--- src/rtl/dag_pkg.sv ---
`timescale 1ns/1ps
package dag_pkg;
  typedef enum logic [2:0] {
    AM_PLAIN = 3'd0,
    AM_DISP  = 3'd1,
    AM_INC   = 3'd2,
    AM_DEC   = 3'd3,
    AM_IDX   = 3'd4,
    AM_REV   = 3'd5,
    AM_CSTEP = 3'd6,
    AM_CIDX  = 3'd7
  } am_mode_e;

  function automatic logic is_circ(am_mode_e m);
    return (m == AM_CSTEP) || (m == AM_CIDX);
  endfunction
endpackage

--- src/rtl/dag_rst_sync.sv ---
`timescale 1ns/1ps
module dag_rst_sync #(
  parameter int STAGES = 2
) (
  input  logic clk,
  input  logic rst_n,
  output logic rst_q
);
  logic [STAGES-1:0] sh_q;
  logic [STAGES-1:0] sh_d;

  always_comb sh_d = {sh_q[STAGES-2:0], 1'b1};

  always_ff @(posedge clk or negedge rst_n) begin
    if (!rst_n) sh_q <= '0;
    else        sh_q <= sh_d;
  end

  assign rst_q = sh_q[STAGES-1];
endmodule

--- src/rtl/dag_modulo.sv ---
`timescale 1ns/1ps
module dag_modulo #(
  parameter int AW = 16
) (
  input  logic [AW-1:0] ptr,
  input  logic [AW:0]   step,
  input  logic [AW-1:0] blen,
  output logic [AW-1:0] nxt
);
  localparam int SUMW = AW + 2;

  logic [AW-1:0]          bm1;
  logic [AW-1:0]          smear;
  logic [AW-1:0]          base;
  logic [AW-1:0]          idx;
  logic signed [SUMW-1:0] sum;
  logic signed [SUMW-1:0] len_s;
  logic signed [SUMW-1:0] adj;

  assign bm1 = blen - AW'(1);

  // mask covering the smallest power of two at or above blen
  always_comb begin
    smear[AW-1] = bm1[AW-1];
    for (int k = AW - 2; k >= 0; k--) smear[k] = smear[k+1] | bm1[k];
  end

  assign base  = ptr & ~smear;
  assign idx   = ptr & smear;
  assign len_s = $signed({2'b00, blen});
  assign sum   = $signed({2'b00, idx}) + $signed({step[AW], step});

  always_comb begin
    if (sum < 0)          adj = sum + len_s;
    else if (sum >= len_s) adj = sum - len_s;
    else                  adj = sum;
  end

  always_comb begin
    if (blen == '0) nxt = ptr + step[AW-1:0];
    else            nxt = base + adj[AW-1:0];
  end
endmodule

--- src/rtl/dag_port_calc.sv ---
`timescale 1ns/1ps
module dag_port_calc
  import dag_pkg::*;
#(
  parameter int AW = 16
) (
  input  logic          en,
  input  am_mode_e      mode,
  input  logic [AW-1:0] ptr,
  input  logic [AW-1:0] ar0,
  input  logic [AW-1:0] ofs,
  input  logic          wb,
  input  logic [AW-1:0] blen,
  output logic [AW-1:0] addr,
  output logic [AW-1:0] nxt,
  output logic          we
);
  logic [AW:0]   cstep;
  logic [AW-1:0] circ_nxt;
  logic [AW-1:0] rev_sum;
  logic [AW-1:0] disp_sum;
  logic          wr_req;

  assign cstep    = (mode == AM_CIDX) ? {1'b0, ar0} : {ofs[AW-1], ofs};
  assign disp_sum = ptr + ofs;

  dag_modulo #(.AW(AW)) i_mod (
    .ptr  (ptr),
    .step (cstep),
    .blen (blen),
    .nxt  (circ_nxt)
  );

  // reverse-carry add: carry runs from the top bit downward
  always_comb begin
    logic c;
    c = 1'b0;
    for (int k = AW - 1; k >= 0; k--) begin
      rev_sum[k] = ptr[k] ^ ar0[k] ^ c;
      c          = (ptr[k] & ar0[k]) | (c & (ptr[k] ^ ar0[k]));
    end
  end

  always_comb begin
    addr   = ptr;
    nxt    = ptr;
    wr_req = 1'b1;
    unique case (mode)
      AM_PLAIN: wr_req = 1'b0;
      AM_DISP: begin
        addr   = disp_sum;
        nxt    = disp_sum;
        wr_req = wb;
      end
      AM_INC:   nxt = ptr + AW'(1);
      AM_DEC:   nxt = ptr - AW'(1);
      AM_IDX:   nxt = ptr + ar0;
      AM_REV:   nxt = rev_sum;
      AM_CSTEP, AM_CIDX: nxt = circ_nxt;
      default:  wr_req = 1'b0;
    endcase
  end

  assign we = en & wr_req;
endmodule

--- src/rtl/dag_regfile.sv ---
`timescale 1ns/1ps
module dag_regfile #(
  parameter int NREG = 8,
  parameter int AW   = 16,
  localparam int SW  = $clog2(NREG)
) (
  input  logic                     clk,
  input  logic                     rst_n,
  input  logic                     ld_en,
  input  logic [SW-1:0]            ld_sel,
  input  logic [AW-1:0]            ld_val,
  input  logic                     bk_en,
  input  logic [AW-1:0]            bk_val,
  input  logic                     wa_en,
  input  logic [SW-1:0]            wa_sel,
  input  logic [AW-1:0]            wa_val,
  input  logic                     wb_en,
  input  logic [SW-1:0]            wb_sel,
  input  logic [AW-1:0]            wb_val,
  output logic [NREG-1:0][AW-1:0]  ptr_o,
  output logic [AW-1:0]            blen_o
);
  logic [NREG-1:0][AW-1:0] ptr_q, ptr_d;
  logic [AW-1:0]           blen_q, blen_d;

  // priority, lowest first: port B, port A, load
  always_comb begin
    ptr_d = ptr_q;
    if (wb_en) ptr_d[wb_sel] = wb_val;
    if (wa_en) ptr_d[wa_sel] = wa_val;
    if (ld_en) ptr_d[ld_sel] = ld_val;
    blen_d = bk_en ? bk_val : blen_q;
  end

  always_ff @(posedge clk or negedge rst_n) begin
    if (!rst_n) begin
      ptr_q  <= '0;
      blen_q <= '0;
    end else begin
      ptr_q  <= ptr_d;
      blen_q <= blen_d;
    end
  end

  assign ptr_o  = ptr_q;
  assign blen_o = blen_q;

  p_load_r2: assert property (@(posedge clk) disable iff (!rst_n)
    ld_en |=> ptr_q[$past(ld_sel)] == $past(ld_val));

  p_hold_r3: assert property (@(posedge clk) disable iff (!rst_n)
    (!ld_en && !wa_en && !wb_en) |=> $stable(ptr_q));

  p_blen_hold_r8: assert property (@(posedge clk) disable iff (!rst_n)
    !bk_en |=> $stable(blen_q));
endmodule

--- src/rtl/dsp_addr_gen.sv ---
`timescale 1ns/1ps
module dsp_addr_gen
  import dag_pkg::*;
#(
  parameter int NREG = 8,
  parameter int AW   = 16,
  localparam int SW  = $clog2(NREG)
) (
  input  logic          clk,
  input  logic          rst_n,
  input  logic          ld_en,
  input  logic [SW-1:0] ld_sel,
  input  logic [AW-1:0] ld_val,
  input  logic          bk_en,
  input  logic [AW-1:0] bk_val,
  input  logic          a_en,
  input  logic [SW-1:0] a_sel,
  input  logic [2:0]    a_mode,
  input  logic [AW-1:0] a_ofs,
  input  logic          a_wb,
  output logic [AW-1:0] a_addr,
  input  logic          b_en,
  input  logic [SW-1:0] b_sel,
  input  logic [2:0]    b_mode,
  input  logic [AW-1:0] b_ofs,
  input  logic          b_wb,
  output logic [AW-1:0] b_addr
);
  localparam int NPORT = 2;

  logic                    rst_q;
  logic [NREG-1:0][AW-1:0] ptr;
  logic [AW-1:0]           blen;
  logic [NPORT-1:0]        p_en, p_we, p_wb;
  logic [NPORT-1:0][SW-1:0] p_sel;
  logic [NPORT-1:0][2:0]   p_mode;
  logic [NPORT-1:0][AW-1:0] p_ofs, p_addr, p_nxt;

  dag_rst_sync #(.STAGES(2)) i_rst (
    .clk   (clk),
    .rst_n (rst_n),
    .rst_q (rst_q)
  );

  assign p_en   = {b_en, a_en};
  assign p_sel  = {b_sel, a_sel};
  assign p_mode = {b_mode, a_mode};
  assign p_ofs  = {b_ofs, a_ofs};
  assign p_wb   = {b_wb, a_wb};

  for (genvar g = 0; g < NPORT; g++) begin : g_port
    dag_port_calc #(.AW(AW)) i_calc (
      .en   (p_en[g]),
      .mode (am_mode_e'(p_mode[g])),
      .ptr  (ptr[p_sel[g]]),
      .ar0  (ptr[0]),
      .ofs  (p_ofs[g]),
      .wb   (p_wb[g]),
      .blen (blen),
      .addr (p_addr[g]),
      .nxt  (p_nxt[g]),
      .we   (p_we[g])
    );
  end

  dag_regfile #(.NREG(NREG), .AW(AW)) i_rf (
    .clk    (clk),
    .rst_n  (rst_q),
    .ld_en  (ld_en),
    .ld_sel (ld_sel),
    .ld_val (ld_val),
    .bk_en  (bk_en),
    .bk_val (bk_val),
    .wa_en  (p_we[0]),
    .wa_sel (a_sel),
    .wa_val (p_nxt[0]),
    .wb_en  (p_we[1]),
    .wb_sel (b_sel),
    .wb_val (p_nxt[1]),
    .ptr_o  (ptr),
    .blen_o (blen)
  );

  assign a_addr = p_addr[0];
  assign b_addr = p_addr[1];

  p_post_inc_r5: assert property (@(posedge clk) disable iff (!rst_q)
    (a_en && a_mode == 3'(AM_INC) && !(ld_en && ld_sel == a_sel))
      |=> ptr[$past(a_sel)] == $past(a_addr) + AW'(1));

  p_collide_r11: assert property (@(posedge clk) disable iff (!rst_q)
    (p_we[0] && p_we[1] && a_sel == b_sel && !(ld_en && ld_sel == a_sel))
      |=> ptr[$past(a_sel)] == $past(p_nxt[0]));

  p_idle_r3: assert property (@(posedge clk) disable iff (!rst_q)
    (!a_en && !b_en && !ld_en) |=> $stable(ptr));

  p_linear_r10: assert property (@(posedge clk) disable iff (!rst_q)
    (a_en && a_mode == 3'(AM_CSTEP) && blen == '0 && !(ld_en && ld_sel == a_sel))
      |=> ptr[$past(a_sel)] == $past(a_addr) + $past(a_ofs));

  p_disp_r4: assert property (@(posedge clk) disable iff (!rst_q)
    (a_mode == 3'(AM_DISP)) |-> a_addr == ptr[a_sel] + a_ofs);
endmodule

--- config.mk ---
export PLATFORM = sky130hd
export DESIGN_NAME = dsp_addr_gen
export DESIGN_NICKNAME = d
export VERILOG_FILES = /design/src/rtl/dag_pkg.sv /design/src/rtl/dag_rst_sync.sv /design/src/rtl/dag_modulo.sv /design/src/rtl/dag_port_calc.sv /design/src/rtl/dag_regfile.sv /design/src/rtl/dsp_addr_gen.sv
export SDC_FILE = /design/constraint.sdc
export NUM_CORES = 1
export LEC_CHECK = 0
export ABC_AREA = 1
export BUFFER_PORTS_ARGS = -buffer_cell sky130_fd_sc_hd__buf_2
export CAP_MARGIN = 20
export CORE_MARGIN = 3
export CORE_UTILIZATION = 36
export DETAILED_ROUTE_END_ITERATION = 8
export HOLD_SLACK_MARGIN = 0.03
export PLACE_DENSITY = 0.53
export SLEW_MARGIN = 30
export SYNTH_ARGS = -nofsm -noshare
export SYNTH_HDL_FRONTEND = slang
export SYNTH_SLANG_ARGS = --single-unit
--- constraint.sdc ---
create_clock -name clk -period 9.4 [get_ports clk]
set_input_delay 1.88 -clock clk [delete_from_list [all_inputs] [get_ports clk]]
set_output_delay 1.88 -clock clk [all_outputs]
set_load 0.01 [all_outputs]
==> run summary <==
OUTCOME
------------------------------------------------------------------------------------
Run status                                                                 completed

TIMING
------------------------------------------------------------------------------------
Final max-slew violation count                                                     0
Setup skew after layout                                                      30.6 ps
Final critical-path share of the clock period                                  96.5%
Total Neg Setup Slack                                                           0 ps
Setup Viol. Count Final                                                            0
Worst Tran Pin Value                                                         1030 ps
Endpoints failing hold                                                             0
FMAX                                                                         110 MHz
Minimum period implied by the final worst setup slack                        9070 ps
Max-slew headroom at the worst pin                                             31.1%
Final setup slack of the worst path                                           330 ps

FINISH
------------------------------------------------------------------------------------
Number of cells in the finished layout apart from fillers                       5157
Area occupied by multi-input gates                                        0.0179 mm²
Number of diodes                                                                   0
Post-synthesis to final-layout area growth                                     23.1%
Net count, final                                                                4639
Most used cells in the layout excluding fill and tap cells              nand2_1 (908), inv_1 (456), o21ai_0 (435)
Summed area of non-filler cells in the final layout                       0.0290 mm²
Layout cells sized above 1                                                     16.6%
Total area of sequential cells                                           0.00366 mm²
Fill cells                                                                      7095
Most common library cell in the layout ignoring fill and taps                nand2_1

SETUP PATH
------------------------------------------------------------------------------------
Most repeated library cell on the critical path                                 fa_2
Sort of element at the end of the critical path                            flip-flop
Kind of launch point of the worst setup path                              input port
Cell at the slowest stage of the critical path                                  fa_1
Delay-heaviest family, CP                                                adder cells
Number of buffer and inverter instances along the worst setup path                 4
Crit path DAT                                                                9470 ps
Crit path largest cell delay                                                  460 ps
Class of the most critical setup path                                   input port to flip-flop
Required time of the worst setup path                                        9800 ps
CP Max Fanout                                                                      8

MIN PATH
------------------------------------------------------------------------------------
Hold Crit Class                                                         flip-flop to async pin

GLOBAL ROUTE
------------------------------------------------------------------------------------
Number of global-route vias before repair                                      27500
Global routing met3 resource utilization                                       5.31%
Global-route wire length before repair                                        170 mm
Total gr overflow                                                                  0
GR met1 Demand/Resource                                                        42.0%
Number of antenna violations at the first check in global routing                  4
Pin count of the biggest net entering global routing                              62
Routing layer with the top usage in global route                                met2
Met2 demand-to-capacity share in global routing                                54.1%
Global router's overall resource usage                                         33.2%

ROUTING
------------------------------------------------------------------------------------
Number of vias after detailed routing                                          29000
Detailed Route Iter0 Violations                                                 2921
Router iterations before antenna repair                                            6
Detailed Route WL                                                             115 mm
DRC                                                                                0
Via count normalized by instance count                                          5.61
Routed length per placed instance                                            22.3 µm
Number of nets with antenna violations after detailed routing                      0

PLACEMENT
------------------------------------------------------------------------------------
Setup slack at placement                                                     -533 ps
Sum of net half-perimeters after detailed placement                          93.9 mm
Placed Area                                                               0.0281 mm²
Weighted congestion at the end of routability-driven global placement           1.05
Port buffer count                                                                118
Placed insts                                                                    5119

YOSYS
------------------------------------------------------------------------------------
Count of mapped cells out of synthesis                                          3844
Sequential-to-total area share from yosys stat                                 15.5%
Synthesized net count                                                           4194
Number of flops mapped to enable cells by yosys                                    0
Post-synthesis average cell area                                            6.14 µm²
Summed instance area of the synthesized netlist                           0.0236 mm²
Async set-or-reset flop fraction in the synthesized netlist                     100%
Number of unique standard cell types used by synthesis                            59
Number of warnings reported in the yosys synthesis log                             0
Flip-flop cell with the highest count after synthesis                        dfrtp_1
Flops & latches, synth                                                           146

CLOCK NETWORK
------------------------------------------------------------------------------------
Worst-Skew Late Latency                                                       510 ps
CTS Root Cell                                                              clkbuf_16
Sinks on Clock Net                                                               146
Max H-tree Level                                                                   4
TritonCTS Buffers                                                                 17
CTS tree                                                                        done
Cts-stage hold buffer count                                                        0
Maximum buffer depth of the clock tree                                             2
Register clock-pin slew on the reported worst setup and hold paths             80 ps

DIE
------------------------------------------------------------------------------------
Initial standard-cell utilization of the core                                  36.5%
Core box area                                                             0.0647 mm²
IO Count                                                                         119
Cell Rows                                                                         93
Vert. Die Dim                                                                 262 µm
Die Span X                                                                    262 µm
Full die area                                                             0.0686 mm²

PWR
------------------------------------------------------------------------------------
Total power                                                                  8.41 mW
Pwr/cell area                                                             290 mW/mm²
Leak                                                                         14.6 nW
Maximum resistive drop on vdd                                               0.147 mV

FLOW RUN
------------------------------------------------------------------------------------
Number of max-cap violations                                                       0

==> what timing repair did <==
action / 4_1_cts / 5_1_grt
pin swaps: 0 / 12
gates resized for setup: 1 / 68
endpoints found under the hold margin: 0 / 0
buffers inserted: 0 / 6
gates cloned: 0 / 0
setup endpoints to repair: 4 / 114
==> worst paths after layout <==
kind	start	to	slack [ps]	cells past startpoint
setup reg to reg	i_rf.blen_o[1]	i_rf.ptr_o[28]	670	54
hold / removal	i_rst.sh_q[1]	i_rf.ptr_o[84]	250	0
min in group clk	i_rst.sh_q[0]	i_rst.sh_q[1]	360	0
hold reg to reg	i_rst.sh_q[1]	i_rf.ptr_o[84]	250	0
setup / recovery	b_sel[0]	i_rf.ptr_o[96]	330	31
max in group asynchronous	i_rst.sh_q[1]	i_rf.blen_o[2]	7810	1
==> cells in the mapped netlist, types with 23 or more instances <==
library cell / number / area share (%)
a21oi_1: 433 / 9.2
inv_1: 459 / 7.3
clkbuf_1: 118 / 1.9
nor2_1: 259 / 4.1
nor3_1: 44 / 0.93
nand3_1: 251 / 5.3
o22ai_1: 43 / 1.1
xor2_1: 83 / 3.1
o21ai_0: 443 / 9.4
nand4_1: 36 / 0.95
o211ai_1: 58 / 1.8
o21bai_1: 23 / 0.73
fa_1: 42 / 3.6
dfrtp_1: 146 / 15
a221oi_1: 45 / 1.7
nand2_1: 916 / 15
ha_1: 221 / 12
==> metal layers <==
metal  up-vias  share of wire [%]
li1      14000                  -
met1     13400                 42
met2      1280                 45
met3       329                7.2
met4         6                6.2
met5         -              0.034
==> power by group <==
| group | leakage, nW | switching (mW) | internal, mW |
|---|---|---|---|
| clock network | 0.279 | 0.369 | 0.359 |
| logic | 12.5 | 4.01 | 2.64 |
| registers | 1.77 | 0.220 | 0.812 |
| total | 14.6 | 4.60 | 3.82 |
==> state kept, by name, summed over array words and instances (netlist names) <==
name	cells
i_rst.sh_q	2
i_rf.ptr_o	128
i_rf.blen_o	16
==> cell type report <==
type,instances,area share (%)
Multi-Input combinational cell,3080,61.8
Timing Repair Buffer,557,13.6
Sequential cell,146,12.6
Inverter,487,6.31
Tap cell,855,3.68
Clock buffer,18,1.51
Clock inverter,14,0.474
==> kinds of logic after synthesis <==
kind of cell | Yosys count | synth area share, %
AO/OA/AOI/OAI | 1156 | 27.6
XOR/XNOR | 105 | 3.93
adder cells (fa/ha/maj) | 263 | 15.3
buffers and inverters | 618 | 9.85
flip-flops | 146 | 15.5
other | 1 | 0.0159
AND/OR/NAND/NOR | 1555 | 27.9
==> through the flow <==
| stage | utilization [%] | hold slack [ps] |
|---|---|---|
| 3_3_place_gp | 43.5 | 261 |
| 2_1_floorplan | - | 331 |
| 6_report | 44.9 | 253 |
| 3_5_place_dp | 43.5 | 265 |
| 4_1_cts | 44.4 | 263 |
| 5_1_grt | 44.9 | 281 |
Power figures use the tool's default switching activity.
